$ cat config.mk
export PLATFORM = sky130hd
export DESIGN_NAME = wdog_keyed
export DESIGN_NICKNAME = d
export VERILOG_FILES = /design/src/rtl/wdog_pkg.sv /design/src/rtl/wdog_post_slot.sv /design/src/rtl/wdog_key_fsm.sv /design/src/rtl/wdog_counter.sv /design/src/rtl/wdog_keyed.sv
export SDC_FILE = /design/constraint.sdc
export NUM_CORES = 1
export LEC_CHECK = 0
export BUFFER_PORTS_ARGS = -buffer_cell sky130_fd_sc_hd__buf_2
export CAP_MARGIN = 20
export CORE_MARGIN = 5
export CORE_UTILIZATION = 46
export DETAILED_ROUTE_END_ITERATION = 12
export PLACE_DENSITY = 0.71
export SETUP_SLACK_MARGIN = 0.4
export SLEW_MARGIN = 25
export SYNTH_ARGS = -nofsm -noshare
export SYNTH_HDL_FRONTEND = slang
export SYNTH_SLANG_ARGS = --single-unit
$ cat constraint.sdc
create_clock -name clk -period 6.4 [get_ports clk]
set_input_delay 0.64 -clock clk [delete_from_list [all_inputs] [get_ports clk]]
set_output_delay 0.64 -clock clk [all_outputs]
set_load 0.01 [all_outputs]
$ cat src/rtl/wdog_pkg.sv
package wdog_pkg;

    localparam int PTV_W     = 3;
    localparam int DIV_W     = (1 << PTV_W) - 1;
    localparam int NUM_SLOTS = 4;
    localparam int PEND_W    = 5;

    localparam int CTRL_PRE_BIT = 5;
    localparam int CTRL_PTV_LSB = 2;

    localparam logic [31:0] KEY_OFF_A = 32'h0000_AAAA;
    localparam logic [31:0] KEY_OFF_B = 32'h0000_5555;
    localparam logic [31:0] KEY_ON_A  = 32'h0000_BBBB;
    localparam logic [31:0] KEY_ON_B  = 32'h0000_4444;

    typedef enum logic [2:0] {
        RA_REV   = 3'd0,
        RA_CTRL  = 3'd1,
        RA_COUNT = 3'd2,
        RA_LOAD  = 3'd3,
        RA_SVC   = 3'd4,
        RA_KEY   = 3'd5,
        RA_PEND  = 3'd6
    } reg_addr_e;

    typedef enum int {
        SL_CTRL = 0,
        SL_LOAD = 1,
        SL_SVC  = 2,
        SL_KEY  = 3
    } slot_e;

    typedef enum logic [1:0] {
        KS_IDLE,
        KS_ARM_OFF,
        KS_ARM_ON
    } key_state_e;

    typedef struct packed {
        logic             pre_en;
        logic [PTV_W-1:0] ptv;
    } ctrl_t;

    function automatic logic [2:0] slot_addr(input int slot);
        case (slot)
            SL_CTRL: return RA_CTRL;
            SL_LOAD: return RA_LOAD;
            SL_SVC:  return RA_SVC;
            default: return RA_KEY;
        endcase
    endfunction

    // bit positions of the pending flags; software decodes these
    function automatic int pend_bit(input int slot);
        case (slot)
            SL_CTRL: return 0;
            SL_LOAD: return 2;
            SL_SVC:  return 3;
            default: return 4;
        endcase
    endfunction

    function automatic logic [DIV_W-1:0] div_top(input logic [PTV_W-1:0] p);
        return DIV_W'((1 << p) - 1);
    endfunction

endpackage

$ cat src/rtl/wdog_post_slot.sv
module wdog_post_slot #(
    parameter int DW    = 32,
    parameter int DELAY = 4
) (
    input  logic          clk,
    input  logic          rst,
    input  logic          wr,
    input  logic [DW-1:0] wdata,
    output logic          pending,
    output logic          fire,
    output logic [DW-1:0] data
);
    localparam int CW = $clog2(DELAY + 1);

    logic [CW-1:0] cnt;

    always_ff @(posedge clk) begin
        if (rst) begin
            pending <= 1'b0;
            cnt     <= '0;
            data    <= '0;
        end else if (wr && !pending) begin
            pending <= 1'b1;
            cnt     <= CW'(DELAY - 1);
            data    <= wdata;
        end else if (pending) begin
            if (cnt == '0) pending <= 1'b0;
            else           cnt     <= cnt - 1'b1;
        end
    end

    assign fire = pending && (cnt == '0);

    assert_pend_hold_R8: assert property (@(posedge clk) disable iff (rst)
        (pending && !fire) |=> pending);
    assert_pend_clear_R8: assert property (@(posedge clk) disable iff (rst)
        fire |=> !pending);
    assert_pend_start_R8: assert property (@(posedge clk) disable iff (rst)
        $rose(pending) |-> $past(wr));

endmodule

$ cat src/rtl/wdog_key_fsm.sv
module wdog_key_fsm
    import wdog_pkg::*;
#(
    parameter int DW = 32
) (
    input  logic          clk,
    input  logic          rst,
    input  logic          fire,
    input  logic [DW-1:0] word,
    output logic          enabled
);
    key_state_e state;

    always_ff @(posedge clk) begin
        if (rst) begin
            state   <= KS_IDLE;
            enabled <= 1'b1;
        end else if (fire) begin
            case (state)
                KS_IDLE: begin
                    if (word == DW'(KEY_OFF_A))     state <= KS_ARM_OFF;
                    else if (word == DW'(KEY_ON_A)) state <= KS_ARM_ON;
                end
                KS_ARM_OFF: begin
                    if (word == DW'(KEY_OFF_B)) enabled <= 1'b0;
                    state <= KS_IDLE;
                end
                KS_ARM_ON: begin
                    if (word == DW'(KEY_ON_B)) enabled <= 1'b1;
                    state <= KS_IDLE;
                end
                default: state <= KS_IDLE;
            endcase
        end
    end

    assert_key_only_R2: assert property (@(posedge clk) disable iff (rst)
        !fire |=> $stable(enabled));
    assert_first_word_R4: assert property (@(posedge clk) disable iff (rst)
        (fire && state == KS_IDLE) |=> $stable(enabled));

endmodule

$ cat src/rtl/wdog_counter.sv
module wdog_counter
    import wdog_pkg::*;
#(
    parameter int          CW         = 32,
    parameter logic [31:0] RESET_LOAD = 32'hFFFB_0000
) (
    input  logic             clk,
    input  logic             rst,
    input  logic             tick,
    input  logic             run,
    input  ctrl_t            ctrl,
    input  logic             reload,
    input  logic [CW-1:0]    load_val,
    output logic [CW-1:0]    count,
    output logic             wrap
);
    logic [DIV_W-1:0] div;
    logic [DIV_W-1:0] top;
    logic             step;

    assign top  = div_top(ctrl.ptv);
    assign step = run && tick && (!ctrl.pre_en || div == top);

    always_ff @(posedge clk) begin
        if (rst || !run || !ctrl.pre_en) begin
            div <= '0;
        end else if (tick) begin
            div <= (div == top) ? '0 : div + 1'b1;
        end
    end

    always_ff @(posedge clk) begin
        if (rst) begin
            count <= CW'(RESET_LOAD);
            wrap  <= 1'b0;
        end else begin
            wrap <= step && (&count) && !reload;
            if (reload)                count <= load_val;
            else if (step && (&count)) count <= load_val;
            else if (step)             count <= count + 1'b1;
        end
    end

    assert_wrap_run_R7: assert property (@(posedge clk) disable iff (rst)
        wrap |-> $past(run));
    assert_wrap_load_R7: assert property (@(posedge clk) disable iff (rst)
        wrap |-> (count == $past(load_val)));
    assert_idle_hold_R11: assert property (@(posedge clk) disable iff (rst)
        (!run && !reload) |=> $stable(count));

endmodule

$ cat src/rtl/wdog_keyed.sv
module wdog_keyed
    import wdog_pkg::*;
#(
    parameter int          DATA_W     = 32,
    parameter int          ADDR_W     = 3,
    parameter int          POST_DELAY = 4,
    parameter logic [7:0]  REV_ID     = 8'h31,
    parameter logic [31:0] RESET_LOAD = 32'hFFFB_0000
) (
    input  logic              clk,
    input  logic              rst,
    input  logic              tick,
    input  logic [ADDR_W-1:0] addr,
    input  logic [DATA_W-1:0] wdata,
    input  logic              wr_en,
    input  logic              rd_en,
    output logic [DATA_W-1:0] rdata,
    output logic              rst_req
);
    localparam logic [DATA_W-1:0] CTRL_MASK =
        DATA_W'(((1 << PTV_W) - 1) << CTRL_PTV_LSB) | (DATA_W'(1) << CTRL_PRE_BIT);

    logic [NUM_SLOTS-1:0] slot_wr;
    logic [NUM_SLOTS-1:0] slot_pend;
    logic [NUM_SLOTS-1:0] slot_fire;
    logic [DATA_W-1:0]    slot_data [NUM_SLOTS];

    logic [DATA_W-1:0] ctrl_word;
    logic [DATA_W-1:0] load_q;
    logic [DATA_W-1:0] svc_last;
    logic [DATA_W-1:0] count;
    logic [PEND_W-1:0] pend_vec;
    logic              enabled;
    logic              reload;
    ctrl_t             ctrl_f;

    for (genvar i = 0; i < NUM_SLOTS; i++) begin : g_slot
        assign slot_wr[i] = wr_en && (addr == ADDR_W'(slot_addr(i)));
        wdog_post_slot #(.DW(DATA_W), .DELAY(POST_DELAY)) u_slot (
            .clk     (clk),
            .rst     (rst),
            .wr      (slot_wr[i]),
            .wdata   (wdata),
            .pending (slot_pend[i]),
            .fire    (slot_fire[i]),
            .data    (slot_data[i])
        );
    end

    wdog_key_fsm #(.DW(DATA_W)) u_key (
        .clk     (clk),
        .rst     (rst),
        .fire    (slot_fire[SL_KEY]),
        .word    (slot_data[SL_KEY]),
        .enabled (enabled)
    );

    always_ff @(posedge clk) begin
        if (rst) begin
            ctrl_word <= '0;
            load_q    <= DATA_W'(RESET_LOAD);
            svc_last  <= '0;
        end else begin
            if (slot_fire[SL_CTRL] && !enabled) ctrl_word <= slot_data[SL_CTRL] & CTRL_MASK;
            if (slot_fire[SL_LOAD] && !enabled) load_q    <= slot_data[SL_LOAD];
            if (reload)                         svc_last  <= slot_data[SL_SVC];
        end
    end

    assign reload        = slot_fire[SL_SVC] && (slot_data[SL_SVC] != svc_last);
    assign ctrl_f.pre_en = ctrl_word[CTRL_PRE_BIT];
    assign ctrl_f.ptv    = ctrl_word[CTRL_PTV_LSB +: PTV_W];

    wdog_counter #(.CW(DATA_W), .RESET_LOAD(RESET_LOAD)) u_cnt (
        .clk      (clk),
        .rst      (rst),
        .tick     (tick),
        .run      (enabled),
        .ctrl     (ctrl_f),
        .reload   (reload),
        .load_val (load_q),
        .count    (count),
        .wrap     (rst_req)
    );

    always_comb begin
        pend_vec = '0;
        for (int i = 0; i < NUM_SLOTS; i++) pend_vec[pend_bit(i)] = slot_pend[i];
    end

    always_comb begin
        rdata = '0;
        if (rd_en) begin
            case (addr)
                ADDR_W'(RA_REV):   rdata = DATA_W'(REV_ID);
                ADDR_W'(RA_CTRL):  rdata = ctrl_word;
                ADDR_W'(RA_COUNT): rdata = count;
                ADDR_W'(RA_LOAD):  rdata = load_q;
                ADDR_W'(RA_PEND):  rdata = DATA_W'(pend_vec);
                default:           rdata = '0;
            endcase
        end
    end

    assert_load_lock_R9: assert property (@(posedge clk) disable iff (rst)
        enabled |=> $stable(load_q));
    assert_ctrl_lock_R9: assert property (@(posedge clk) disable iff (rst)
        enabled |=> $stable(ctrl_word));
    assert_same_svc_R5: assert property (@(posedge clk) disable iff (rst)
        (slot_fire[SL_SVC] && slot_data[SL_SVC] == svc_last && !enabled) |=> $stable(count));

endmodule

======== Yosys cells after proc, flatten, opt, wreduce, memory -nomap -nowiden ========
Index checks and enable logic that the tools add are counted.
storage, ports and cells
  input port bits ......................... 40
  RAM bits ................................ 0
  bits in latches ......................... 0
  memories kept ........................... 0
  register bits after elaboration ......... 229
  bits in read-only memories .............. 0
  word-level logic and storage cells ...... 149
  output and inout port bits .............. 33
cells by class
  multiply operators ...................... 0
  divide/modulo/power cells ............... 0
  shifts and indexed selects .............. 1
  multiplexer cells ....................... 36
  reduce and logical (&&, ||, !) cells .... 56
  order comparisons ....................... 0
  eq/ne operators ......................... 21
  bitwise gates (word level) .............. 4
  $add $sub $neg .......................... 7
operator list
  kind                                               count
  case mux 32 bit (5 select lines)                   1
  2-to-1 mux 32 bit                                  4
  == test 32 x 15 -> 1 bit (second input constant)   2
  == test 32 x 16 -> 1 bit (second input constant)   2
  adder 32 x 1 -> 32 bit (second input constant)     1
  != test 32 bit                                     1
  AND reduction 32 bit                               1
  2-to-1 mux 2 bit                                   15
  logical AND 1 bit                                  19
  AND reduction 2 bit                                9
  logical NOT 3 bit                                  5
  2-to-1 mux 1 bit                                   14
  != test 2 x 1 -> 1 bit (second input constant)     6
  subtractor 3 x 1 -> 3 bit (second input constant)  4
  nonzero test 2 bit                                 5
  == test 3 bit (second input constant)              3
  OR reduction 2 bit                                 4
  adder 7 x 1 -> 7 bit (second input constant)       1
  == test 7 bit                                      1
  logical NOT 1 bit                                  7
  2-to-1 mux 7 bit                                   1
  left shift 1 x 3 -> 7 bit (first input constant)   1
  subtractor 7 x 2 -> 7 bit (second input constant)  1
  == test 3 x 2 -> 1 bit (second input constant)     2
  other kinds (10)                                   15

======== Logic depth before layout (Yosys ltp) ========
  depth in word-level cells ............... 8
  mapped depth ............................ 14
  depth with buffers taken out ............ 10

======== Hierarchy ========
A second synthesis with hierarchy kept.
second synthesis, totals
  cells, all modules ...................... 1465
  area, all modules ....................... 12160.4 um2
by module, submodules not included
  module          times used  cells an instance  area each (um2)  sequential area each (um2)
  wdog_post_slot  4           162                1372.6           720.7
  wdog_keyed      1           445                3678.5           1361.3
  wdog_counter    1           338                2702.6           800.8
  wdog_key_fsm    1           34                 289.0            60.1

======== Least setup slack after synthesis ========
No wires, ideal clock.
  path type ............................... register to register
  start point ............................. register ctrl_word[3]
  end point ............................... register u_cnt.count[11]
  path buffers ............................ 4
  data required time ...................... 6.269 ns
  data arrival time ....................... 2.932 ns
  clock period less this slack ............ 3.063 ns
  slack ................................... 3.337 ns
  library setup time ...................... 0.131 ns
  cell stages (with the launch flop) ...... 14
  path through ............................ dfxtp_1 > buf_4 > or3_1 > ha_1 > buf_6 > and4_4 > o31a_1 > o221a_2 > a31o_4 > a21oi_4 > buf_6 > buf_8 > mux2i_1 > o32ai_2
between the ends
  longest elaborated chain between the ends .. 8
  elaborated cells on any way between the ends .. 9
  classes of those cells .................. add/sub: 1; eq/ne: 1; shift: 1; mux: 2; reduce/logical: 4
ends and longest elaborated chain
  element                        line                source
  from (decl)                    wdog_keyed.sv:28    logic [DATA_W-1:0] ctrl_word;
  from (signal assigned)         wdog_keyed.sv:64    if (slot_fire[SL_CTRL] && !enabled) ctrl_word <= slot_data[SL_CTRL] & CTRL_MASK;
  left shift 1 x 3 -> 7 bit (*)  wdog_pkg.sv:64      return DIV_W'((1 << p) - 1);
  subtractor 7 x 2 -> 7 bit (*)  wdog_pkg.sv:64
  == test 7 bit (*)              wdog_counter.sv:22  assign step = run && tick && (!ctrl.pre_en || div == top);
  logical OR 1 bit (*)           wdog_counter.sv:22
  logical AND 1 bit (*)          wdog_counter.sv:22
  logical AND 1 bit              wdog_counter.sv:39  else if (step && (&count)) count <= load_val;
  2-to-1 mux 32 bit              wdog_counter.sv:39
  2-to-1 mux 32 bit              wdog_counter.sv:38  if (reload) count <= load_val;
  to (signal assigned)           wdog_counter.sv:38
  to (signal assigned)           wdog_counter.sv:39
  to (signal assigned)           wdog_counter.sv:40  else if (step) count <= count + 1'b1;
  to (decl)                      wdog_counter.sv:14  output logic [CW-1:0] count,
Mark *: on every way between the ends. The rest lies on a longest branch, timed or not.
A chain may end at the register's enable or synchronous reset.

======== Worst setup path in the final report ========
  start point ............................. register ctrl_word[3]
  end point ............................... register u_cnt.count[19]
Same word-level chain as after synthesis.

==> summary.txt <==
STA
  • Fmax: 0.253 GHz
  • Max-slew headroom: 0.313
  • Setup slack after layout: 2450 ps
  • Clock skew: 11.3 ps
  • RSZ-0062 raised after global routing: false
  • Setup TNS: 0 ps
  • Final Cycle Share: 0.617
  • Final Max Slew Viols: 0
  • Worst Tran Pin Value: 1030 ps
  • Setup violators final: 0
  • Worst hold slack: 398 ps
  • Minimum clock period: 3950 ps
  • Final hold violation count: 0

Logic synthesis
  • Netlist cell types: 71
  • Syn Nets: 1360
  • Avg Synthesized Cell Area: 8.00 sq um
  • Dominant synthesized flop cell: dfxtp_1
  • Synthesized instance count: 1306
  • #FFs+latches synth: 227
  • Sequential area share after synthesis: 0.435
  • Synth Warn #: 0
  • Post-synth EDFFs: 0
  • Mapped cell area: 10400 sq um
  • Async set-reset flop share out of synthesis: 0

Place
  • GP Congestion: 0.852
  • DPL Wire Length: 17.9 mm
  • Pre-CTS setup slack: 2470 ps
  • IO buf count: 72

Critical path
  • CP Max Fanout: 22
  • Setup CP Type: flip-flop to flip-flop
  • Critical path launch point type: flip-flop
  • CP peak stage delay: 560 ps
  • Worst Path Required: 6800 ps
  • Worst Path Arrival: 4350 ps
  • CP Cell Sequence: or3_1, ha_1, and4_4, o31a_1, o221a_2, a31o_4, a21oi_4, buf_4, mux2_2, o32a_1
  • Buf+Inv Stages, Crit Path: 1
  • Setup crit end kind: flip-flop
  • Crit path max-delay family: compound AO/OA/AOI/OAI gates
  • Slowest-stage cell, CP: a21oi_4

Power and ir drop
  • Sw Share: 0.234
  • Comb pwr share: 0.058
  • Power density cells: 262 nW/um^2
  • Maximum VDD drop: 177 uV
  • Pint: 0.00236 W
  • Seq pwr share: 0.471
  • Clock power share: 0.471
  • Sw power: 0.000718 W
  • P_leak: 4.26 nW
  • Tot Pwr: 0.00308 W

Finish
  • N_diodes: 0
  • Area Growth Syn to Fin: 12.6%
  • Share of layout cells above drive strength 1: 0.116
  • Final #Nets: 1386

Routing
  • Met1 WL: 12.3 mm
  • Max layer used: met4
  • DR WL met3: 1.54 mm
  • Routed len/inst: 16.5 um
  • Drt first pass iters: 6
  • Vias: 9127
  • ANT nets after route: 0
  • Iter 0 DRT Violations: 861
  • Total wire length: 26.9 mm
  • DR WL met2: 12.5 mm
  • Drt drc: 0
  • Via density: 5.58

CTS
  • Setup Fix Bufs, Post-CTS: 0
  • Later-pin clock latency in the skew report: 520 ps
  • Post-CTS resize count: 0
  • CTS Hold Buffers Added: 0
  • H-tree depth: 1
  • CTS clk-pin slew, worst paths: 60 ps
  • Longest Clk Path Bufs: 3
  • Number of buffers created by CTS: 24
  • Clock root buffer: clkbuf_16
  • CTS tree: done
  • TritonCTS Sinks: 227

GRT
  • Maximum number of pins on one net before global-route repair: 113
  • First-pass GRT wire length: 44.0 mm
  • GRT overflow: 0
  • Number of global-route vias before repair: 8560
  • Initial antenna violation count: 0
  • Gr usage total: 0.203

Floorplanning
  • Die H: 161 um
  • IO Count: 73
  • Area of the core: 22500 sq um
  • Initial Util: 0.464
  • Die ar.: 25800 sq um
  • Site row count: 55
  • Die width: 161 um

Outcome
  • Status: finished clean

Min path
  • Hold Path Class: primary input to flip-flop

Run
  • # Max-Cap Violations: 0
## synth_stat cells (all sizes together), types with 4 or more instances
library cell / n / share of area
xor2: 9 / 0.0075
o2111ai: 5 / 0.0042
o32ai: 8 / 0.0089
ha: 14 / 0.017
a211oi: 8 / 0.0062
nand2: 294 / 0.11
and2: 6 / 0.0036
nor3: 26 / 0.013
o211ai: 5 / 0.0036
buf: 23 / 0.014
nand2b: 4 / 0.0024
o21ai: 21 / 0.010
mux2i: 58 / 0.056
a22oi: 31 / 0.022
a21oi: 162 / 0.079
o32a: 4 / 0.0038
nand4: 19 / 0.011
and4: 6 / 0.0053
clkbuf: 62 / 0.022
and3: 6 / 0.0036
xnor2: 35 / 0.029
nor4: 14 / 0.0084
inv: 34 / 0.012
or3: 9 / 0.0054
nand3: 42 / 0.020
dfxtp: 227 / 0.44
nor2: 115 / 0.042
## layer usage
| layer | vias to the layer above | GRT usage |
|---|---|---|
| li1 | 4561 | - |
| met1 | 4272 | 0.288 |
| met2 | 257 | 0.325 |
| met3 | 37 | 0.0272 |
| met4 | 0 | 0.0548 |
| met5 | - | 0 |
## power groups by stage
stage                     Clock, W  Sequential [W]  Combinational, W
after floorplan                  0         0.00148          0.000116
after global placement           0         0.00148          0.000176
after detailed placement         0         0.00148          0.000179
after CTS                  0.00147         0.00145          0.000180
after global routing       0.00154         0.00145          0.000198
final                      0.00145         0.00145          0.000180
## registers in the layout, summed over array words and instances (netlist names)
register and flops:
g_slot.u_slot.pending 4, u_key.enabled 1, g_slot.u_slot.cnt 12, g_slot.u_slot.data 100, u_cnt.count 32, load_q 32
u_cnt.wrap 1, u_key.state 2, ctrl_word 4, u_cnt.div 7, svc_last 32
## worst paths after layout
check	depth (start not counted)	slack, ps	startpoint	to
max	10	2450	ctrl_word[3]	u_cnt.count[19]
min reg2reg	2	450	g_slot[1].u_slot.data[13]	load_q[13]
min	3	400	wdata[20]	g_slot[1].u_slot.data[20]
max reg2reg	10	2450	ctrl_word[3]	u_cnt.count[19]
## per-stage QoR
| stage | utilization | cells | cell area (sq um) |
|---|---|---|---|
| 3_5_place_dp | 0.485 | 1591 | 10900 |
| 3_3_place_gp | 0.485 | 1591 | 10900 |
| 4_1_cts | 0.522 | 1635 | 11800 |
| 2_1_floorplan | - | 1306 | 10400 |
| 5_1_grt | 0.522 | 1635 | 11800 |
| 6_report | 0.522 | 1635 | 11800 |
## worst register-to-register path: stages, from the launching register on
cell and delay, ps:
dfxtp_1 450, or3_1 410, ha_1 330, and4_4 250, o31a_1 290, o221a_2 270, a31o_4 310, a21oi_4 560
buf_4 440, mux2_2 380, o32a_1 170
## layout by cell type (no fill, tap or decap), types with 13 or more instances in the layout
cell / synthesis / routed
a21oi_1: 161 / 160
a22oi_1: 31 / 31
buf_2: 9 / 71
buf_4: 3 / 13
clkbuf_16: 0 / 25
dfxtp_1: 227 / 227
ha_1: 14 / 14
inv_1: 34 / 34
mux2i_1: 58 / 58
nand2_1: 293 / 293
nand3_1: 42 / 42
nand4_1: 19 / 19
nor2_1: 114 / 114
nor3_1: 25 / 24
nor4_1: 14 / 13
o21ai_0: 19 / 18
xnor2_1: 35 / 35
## final cells by class
type | instances | area [sq um]
tap | 285 | 357
timing repair buffer | 85 | 464
multi-input combinational | 959 | 5430
clock buffer | 28 | 667
inverter | 35 | 131
fill | 2120 | 10700
clock inverter | 16 | 168
sequential | 227 | 4540
## kinds of logic (layout without fill, tap and decap cells)
family / Yosys count / count (layout) / synth area share
simple gates: 563 / 563 / 0.237
compound gates: 277 / 277 / 0.166
flops: 227 / 227 / 0.435
buf+inv: 120 / 164 / 0.0492
mux: 61 / 61 / 0.0588
xor+xnor: 44 / 44 / 0.0369
fa+ha+maj: 14 / 14 / 0.0168
Power figures use the tool's default switching activity.
